File: src/rtl/fis_pkg.sv
package fis_pkg;
  typedef enum logic [1:0] {
    DB_OFF   = 2'b00,
    DB_SHORT = 2'b01,
    DB_MID   = 2'b10,
    DB_LONG  = 2'b11
  } db_mode_e;

  localparam logic [4:0] CRC_POLY = 5'h15;

  // Serial CRC, MSB first, zero seed
  function automatic logic [4:0] crc5_msb(input logic [7:0] d);
    logic [4:0] c;
    logic fb;
    c = '0;
    for (int i = 7; i >= 0; i--) begin
      fb = c[4] ^ d[i];
      c  = {c[3:0], 1'b0};
      if (fb) c = c ^ CRC_POLY;
    end
    return c;
  endfunction
endpackage

File: src/rtl/fis_sync.sv
module fis_sync #(
  parameter int WIDTH = 1,
  parameter int STAGES = 2,
  parameter logic [WIDTH-1:0] RST_VAL = '0
) (
  input  logic             clk,
  input  logic             rst,
  input  logic [WIDTH-1:0] d,
  output logic [WIDTH-1:0] q
);
  logic [STAGES-1:0][WIDTH-1:0] stg;

  always_ff @(posedge clk) begin
    if (rst) begin
      for (int s = 0; s < STAGES; s++) stg[s] <= RST_VAL;
    end else begin
      stg[0] <= d;
      for (int s = 1; s < STAGES; s++) stg[s] <= stg[s-1];
    end
  end

  assign q = stg[STAGES-1];
endmodule

File: src/rtl/fis_debounce.sv
module fis_debounce
  import fis_pkg::*;
#(
  parameter int WIDTH = 8,
  parameter int LIM_SHORT = 16,
  parameter int LIM_MID = 64,
  parameter int LIM_LONG = 256
) (
  input  logic             clk,
  input  logic             rst,
  input  logic [1:0]       sel,
  input  logic [WIDTH-1:0] raw,
  output logic [WIDTH-1:0] cap
);
  localparam int CW = $clog2(LIM_LONG + 1);

  logic [CW-1:0] lim_m1;

  always_comb begin
    case (db_mode_e'(sel))
      DB_SHORT: lim_m1 = CW'(LIM_SHORT - 1);
      DB_MID:   lim_m1 = CW'(LIM_MID - 1);
      DB_LONG:  lim_m1 = CW'(LIM_LONG - 1);
      default:  lim_m1 = '0;
    endcase
  end

  for (genvar i = 0; i < WIDTH; i++) begin : g_bit
    logic [CW-1:0] cnt;
    always_ff @(posedge clk) begin
      if (rst) begin
        cnt    <= '0;
        cap[i] <= 1'b0;
      end else if (db_mode_e'(sel) == DB_OFF) begin
        cnt    <= '0;
        cap[i] <= raw[i];
      end else if (raw[i] == cap[i]) begin
        cnt <= '0;
      end else if (cnt == lim_m1) begin
        cnt    <= '0;
        cap[i] <= raw[i];
      end else begin
        cnt <= cnt + 1'b1;
      end
    end
  end
endmodule

File: src/rtl/fis_shifter.sv
module fis_shifter #(
  parameter int WORD = 16
) (
  input  logic            clk,
  input  logic            rst,
  input  logic            idle,
  input  logic            load,
  input  logic            sck_rise,
  input  logic            sck_fall,
  input  logic            sdi_s,
  input  logic            mode8,
  input  logic [WORD-1:0] word,
  output logic [WORD-1:0] shreg
);
  localparam int HALF = WORD / 2;

  logic            sdi_lat;
  logic [WORD-1:0] nxt;

  always_comb begin
    nxt = {shreg[WORD-2:0], 1'b0};
    if (mode8) nxt[HALF] = sdi_lat;
    else       nxt[0]    = sdi_lat;
  end

  always_ff @(posedge clk) begin
    if (rst || idle) begin
      shreg   <= '0;
      sdi_lat <= 1'b0;
    end else if (load) begin
      shreg <= word;
    end else if (sck_rise) begin
      sdi_lat <= sdi_s;
    end else if (sck_fall) begin
      shreg <= nxt;
    end
  end
endmodule

File: src/rtl/field_input_serializer.sv
module field_input_serializer
  import fis_pkg::*;
#(
  parameter int SYNC_STAGES = 2,
  parameter int DB_CNT_SHORT = 16,
  parameter int DB_CNT_MID = 64,
  parameter int DB_CNT_LONG = 256
) (
  input  logic       clk,
  input  logic       rst,
  input  logic       cs_n,
  input  logic       sclk,
  input  logic       sdi,
  output logic       sdo,
  input  logic [7:0] din,
  input  logic       mode8,
  input  logic [1:0] db_sel,
  input  logic       uv_alarm,
  input  logic       uv_warn,
  input  logic       ot_alarm,
  output logic       fault
);
  localparam int NIN = 8;
  localparam int WORD = 2 * NIN;

  logic [2:0]     ser_s;
  logic           cs_s, sck_s, sdi_s;
  logic           cs_d, sck_d;
  logic           cs_idle, load, sck_rise, sck_fall;
  logic [NIN-1:0] din_s, din_cap;
  logic [7:0]     status;
  logic [WORD-1:0] word, shreg;

  fis_sync #(.WIDTH(3), .STAGES(SYNC_STAGES), .RST_VAL(3'b100)) u_ser_sync (
    .clk(clk), .rst(rst), .d({cs_n, sclk, sdi}), .q(ser_s)
  );
  assign {cs_s, sck_s, sdi_s} = ser_s;

  fis_sync #(.WIDTH(NIN), .STAGES(SYNC_STAGES), .RST_VAL('0)) u_din_sync (
    .clk(clk), .rst(rst), .d(din), .q(din_s)
  );

  fis_debounce #(
    .WIDTH(NIN), .LIM_SHORT(DB_CNT_SHORT), .LIM_MID(DB_CNT_MID), .LIM_LONG(DB_CNT_LONG)
  ) u_db (
    .clk(clk), .rst(rst), .sel(db_sel), .raw(din_s), .cap(din_cap)
  );

  always_ff @(posedge clk) begin
    if (rst) begin
      cs_d  <= 1'b1;
      sck_d <= 1'b0;
      fault <= 1'b0;
    end else begin
      cs_d  <= cs_s;
      sck_d <= sck_s;
      fault <= uv_alarm | ot_alarm;
    end
  end

  assign cs_idle  = cs_s;
  assign load     = cs_d & ~cs_s;
  assign sck_rise = ~cs_s & ~sck_d & sck_s;
  assign sck_fall = ~cs_s & sck_d & ~sck_s;

  // crc[7:3], uv alarm (low active), overtemp, uv warning (low active)
  assign status = {crc5_msb(din_cap), ~uv_alarm, ot_alarm, ~uv_warn};
  assign word   = {din_cap, status};

  fis_shifter #(.WORD(WORD)) u_shift (
    .clk(clk), .rst(rst), .idle(cs_idle), .load(load),
    .sck_rise(sck_rise), .sck_fall(sck_fall), .sdi_s(sdi_s),
    .mode8(mode8), .word(word), .shreg(shreg)
  );

  assign sdo = shreg[WORD-1];
endmodule

File: config.mk
export PLATFORM = sky130hd
export DESIGN_NAME = field_input_serializer
export DESIGN_NICKNAME = d
export VERILOG_FILES = /design/src/rtl/fis_pkg.sv /design/src/rtl/fis_sync.sv /design/src/rtl/fis_debounce.sv /design/src/rtl/fis_shifter.sv /design/src/rtl/field_input_serializer.sv
export SDC_FILE = /design/constraint.sdc
export NUM_CORES = 1
export LEC_CHECK = 0
export BUFFER_PORTS_ARGS = -buffer_cell sky130_fd_sc_hd__buf_4
export CORE_UTILIZATION = 50
export CTS_BUF_LIST = sky130_fd_sc_hd__clkbuf_4 sky130_fd_sc_hd__clkbuf_8 sky130_fd_sc_hd__clkbuf_16
export CTS_CLUSTER_DIAMETER = 50
export DETAILED_ROUTE_END_ITERATION = 16
export PLACE_DENSITY = 0.7
export REMOVE_ABC_BUFFERS = 1
export SETUP_SLACK_MARGIN = 0.4
export SYNTH_ARGS = -nofsm -noshare
export SYNTH_HDL_FRONTEND = slang
export SYNTH_SLANG_ARGS = --single-unit
File: constraint.sdc
create_clock -name clk -period 2.2 [get_ports clk]
set_input_delay 0.22 -clock clk [delete_from_list [all_inputs] [get_ports clk]]
set_output_delay 0.22 -clock clk [all_outputs]
set_load 0.02 [all_outputs]
**Word level (Yosys, flattened, before mapping)**

Index checks and enable logic that the tools add are counted.
Widths: inputs -> output; s select.

- Add/subtract/negate cells: 8
- Multiply operators: 0
- Divide/modulo/power cells: 0
- Magnitude comparators: 0
- Equality and inequality tests: 28
- Shift operators: 0
- Multiplexer cells: 38
- Bitwise logic cells: 26
- Reduce and logical (&&, ||, !) cells: 29

Operators with widths:

| cell | count |
|---|---|
| $add 9x1->9 const B | 8 |
| $eq 9x8->1 | 8 |
| $mux 16 | 3 |
| $mux 5 | 8 |
| $reduce_or 4->1 | 8 |
| $mux 1 | 26 |
| $pmux 8 s3 | 1 |
| $not 3->3 | 7 |
| $reduce_and 2->1 | 10 |
| $reduce_bool 2->1 | 9 |
| $ne 2x1->1 const B | 7 |
| $eq 1x1->1 | 8 |
| $xor 1x1->1 | 7 |
| $not 1->1 | 6 |
| $and 1x1->1 | 5 |
| $eq 2x2->1 const B | 2 |
| $ne 2x2->1 const B | 2 |
| $eq 2x1->1 const B | 1 |
| $logic_not 2->1 | 1 |
| $logic_or 1x1->1 | 1 |
| $or 1x1->1 | 1 |

- Bits in registers: 122
- Latch bits: 0
- Memory bits (writable): 0
- Memory bits (read-only): 0
- Input bits: 19
- Output and inout bits: 2
- Word-level logic and storage cells: 154
- Memories kept: 0

**Depth between registers and ports, before layout**

- Word-level depth: 16
- Mapped depth: 7
- Depth with buffers taken out: 6

**By module**

A second synthesis with hierarchy kept.

- Cells, all modules: 581
- Area, all modules: 5475.3 µm²

By module, submodules not included:

| module | instances | cells an instance | area each (µm²) | seq. area each (µm²) |
|---|---|---|---|---|
| fis_debounce | 1 | 421 | 3698.5 | 1601.5 |
| fis_shifter | 1 | 81 | 804.5 | 340.3 |
| fis_sync (u_din_sync) | 1 | 41 | 524.3 | 320.3 |
| field_input_serializer | 1 | 23 | 267.8 | 60.1 |
| fis_sync (u_ser_sync) | 1 | 15 | 180.2 | 120.1 |

**Least setup slack after synthesis**

Ideal clock, no wire load.

- Path kind: register -> register
- Start: reg u_db.g_bit[1].cnt[4]
- End: reg u_db.cap[1]
- Setup time: 0.128 ns
- Arrival: 1.466 ns
- Data required time: 2.072 ns
- Path slack: 0.607 ns
- Cell stages (with the launch flop): 7
- Buffers on the path: 1
- Period minus slack after synthesis: 1.593 ns
- Cell sequence: dfxtp_1 clkbuf_2 or3_1 a221o_1 o21ai_1 mux2i_1 nor2_1

- Word-level cells in the longest chain between the ends: 3

Ends and longest elaborated chain:

| what | line | text |
|---|---|---|
| start, declared | fis_debounce.sv:29 | `logic [CW-1:0] cnt;` |
| start signal, assigned | fis_debounce.sv:43 | `cnt <= cnt + 1'b1;` |
| $eq 9x8->1 | fis_debounce.sv:39 | `end else if (cnt == lim_m1) begin` |
| $reduce_bool 2->1 (no line) | n/a |  |
| $reduce_and 2->1 (no line) | n/a |  |
| end signal, assigned by index | fis_debounce.sv:36 | `cap[i] <= raw[i];` |
| end signal, assigned by index | fis_debounce.sv:41 | `cap[i] <= raw[i];` |
| end, declared | fis_debounce.sv:13 | `output logic [WIDTH-1:0] cap` |

No other way between the ends.
A chain may end at the register's enable or synchronous reset.

**Final worst setup path**

- Start: reg u_db.g_bit[1].cnt[5]
- End: reg u_db.g_bit[1].cnt[2]

- Word-level cells in the longest chain between the ends: 2

Ends and longest elaborated chain:

| what | line |
|---|---|
| $eq 9x8->1 | fis_debounce.sv:39 |
| $reduce_or 4->1 (no line) | n/a |

No other way between the ends.

==> qor.yml <==
timing:
  slew_viol_final: 0
  rsz0062_at_grt: "no"
  min_period_ns: 1.68
  tightest_slew_ns: 0.497
  finalCritPeriodShare_pct: 76.4
  skew_ns: 0.00625
  fmax_mhz: 595
  maxSlewHeadroom_pct: 66.9
  setup_viol: 0
  final.setup.tns_ns: 0
  fin_ws_ns: 0.519
  finalHoldViolCount: 0
clocking:
  insertion_delay_ns: 0.52
  ctsHtreeMaxLevel: 4
  clkTransAtPathRegs_ns: 0.06
  clockBufferDepth: 2
  cts_root_buf: "clkbuf_8"
  tritoncts: "built"
  cts_setup_buffers: 0
  cts_sinks: 122
  cts_buffers: 17
route:
  ant_nets: 0
  totalWireLength_mm: 10.0
  avgViaCountPerCell: 5.13
  vias: 3931
  first_pass_iters: 4
  post_drt_wl_per_cell_um: 13.1
  first_iter_violations: 196
  drc: 0
power:
  powerDensity_nw_per_um2: 855
  power_uw: 5370
  leakagePower_uw: 0.00224
  peakVddDrop_mv: 0.794
critical_path:
  arrival_ns: 2.07
  crit_path_start_kind: "flop"
  cp.required_ns: 2.59
  path_max_fanout: 9
  end_kind: "flop"
  rr_startpoint: "u_db.g_bit[1].cnt[5]"
  crit_slowest_cell: "or3_1"
  path_class: "reg2reg"
  critical_path.startpoint: "u_db.g_bit[1].cnt[5]"
  max_stage_delay_ns: 0.38
  path_cells: "or3_1, a221o_1, o211ai_2, nor2_1"
final_layout:
  fin_nets: 648
  regArea_um2: 2440
  antenna_cells: 0
  area_growth_pct: 19.9
  postLayoutCoreUtil_pct: 63.1
  multiInputGateArea_um2: 2640
  fillerInstances: 825
  drive_gt1_share_pct: 12.8
placed_design:
  gp_congestion: 0.787
  dp_slack_ns: 0.367
  portBuffers: 20
  hpwlAfterDp_mm: 6.64
floorplanning:
  die_h_um: 104
  start_util_pct: 52.6
  num_io_pins: 21
  die_area_um2: 10900
  rows: 36
  core_area_um2: 9950
  die_x_um: 104
synthesis:
  yosys.area_share.simple_pct: 24.1
  synthXorXnorAreaFrac_pct: 13.2
  synth_top_family_by_area: "simple AND/OR/NAND/NOR gates"
  synthDistinctLibCells: 50
  synth_compound_area_share_pct: 7.93
  netlist_area_um2: 5240
  synth_flop_cell: "dfxtp_1"
  synth_warnings: 0
  async_flop_share_pct: 0
  ys_seq_area_share_pct: 46.6
  synthMuxAreaShare_pct: 2.89
  ys_ff_latch: 122
  synth_edf_count: 0
  synth_fa_ha_area_share_pct: 1.91
  syn_inst: 582
  syn_avg_cell_area_um2: 9.00
worst_hold_path:
  hold_path.startpoint: "rst"
  hp-class: "in2reg"
outcome:
  status: "complete, no violations"
run:
  cap_violations: 0
global_route:
  antenna_found_initial: 0
  grt_pass1_vias: 3733
  grt_overflow: 0
  grt_pass1_wl_mm: 17.3
  grt_max_degree: 27
  grt_use_total_pct: 20.0
[metal layers]
layer | track usage (%) | vias to the layer above | routed length, um
met3 | 5.64 | 13 | 354
met5 | 0 | - | 0
met4 | 8.57 | 0 | 129
met1 | 24.7 | 1826 | 4690
li1 | - | 2037 | -
met2 | 32.3 | 55 | 4860
[path summary, 6_finish.rpt]
path | to | slack [ns] | depth (start not counted)
setup / recovery | u_db.g_bit[1].cnt[2] | 0.52 | 4
hold / removal | sck_d | 0.05 | 2
setup reg to reg | u_db.g_bit[1].cnt[2] | 0.52 | 4
hold reg to reg | u_ser_sync.q[2] | 0.41 | 1
[cell usage after synthesis, types with 6 or more instances]
master,number,area [um^2]
dfxtp_1,122,2440
nor2_1,122,458
xnor2_1,46,403
nand2_1,40,150
nand3_1,37,185
xor2_1,33,289
nor2b_1,22,138
inv_1,15,56.3
mux2i_1,14,140
clkbuf_1,13,48.8
a21oi_1,11,55.1
nand4_1,11,68.8
a311oi_1,8,70.1
ha_1,8,100
a211oi_1,6,45.0
[critical path: cells and delay by family, from the launching register on]
kind,cells,cell delay [ns]
AND/OR/NAND/NOR,2,0.48
AO/OA/AOI/OAI,2,0.72
flip-flops,1,0.37
[sequential cells by signal, summed over array words and instances (netlist names)]
signal           count
u_shift.shreg       16
u_db.g_bit.cnt      72
cs_d                 1
fault                1
u_shift.sdi_lat      1
u_ser_sync.q         3
u_db.cap             8
sck_d                1
u_ser_sync.stg       3
u_din_sync.q         8
u_din_sync.stg       8
[logic make-up (layout without fill, tap and decap cells)]
| group | after synthesis | after routing |
|---|---|---|
| flops | 122 | 122 |
| buf+inv | 38 | 90 |
| xor+xnor | 79 | 79 |
| fa+ha+maj | 8 | 8 |
| compound gates | 55 | 55 |
| mux | 15 | 15 |
| simple gates | 265 | 265 |
[metrics by stage]
| step | instances | hold slack (ns) | cell area (um^2) |
|---|---|---|---|
| floorplan | 560 | 0.287 | 5120 |
| global placement | 721 | 0.393 | 5500 |
| detailed placement | 721 | 0.396 | 5500 |
| CTS | 767 | 0.0317 | 6260 |
| global route | 767 | 0.0545 | 6280 |
| finish | 767 | 0.0520 | 6280 |
[power breakdown]
group | switching [uW] | internal [uW] | leakage (uW) | total [uW]
Clock | 974 | 1900 | 0.000300 | 2880
Sequential | 20.9 | 2240 | 0.000989 | 2260
Combinational | 119 | 109 | 0.000948 | 228
[area by class of cell]
cell class	count	area share (%)
clock buffer	20	7.16
clock inverter	12	2.73
inverter	16	0.957
multi-input combinational	422	42.0
sequential	122	38.9
tap	133	2.65
timing repair buffer	42	5.58
[placed cells by master (no fill, tap or decap), drive strengths merged, types with 5 or more instances in the layout]
master / count
clkbuf: 20
nor4: 5
a311oi: 8
nor2b: 22
dfxtp: 122
or3: 5
a21oi: 11
nand2: 40
nand4: 11
o21ai: 7
nor2: 123
ha: 8
a211oi: 6
mux2i: 14
inv: 15
a211o: 5
xor2: 33
xnor2: 46
dlygate4sd3: 14
clkinv: 6
buf: 28
nand3: 40
[repair_timing]
item                                    in CTS  in global routing
endpoints found under the setup margin       0                 28
hold buffers                                14                  0
gates resized for setup                      0                  4
hold endpoints to repair                    14                  0
Note: power is estimated with default switching activity, not from simulation.
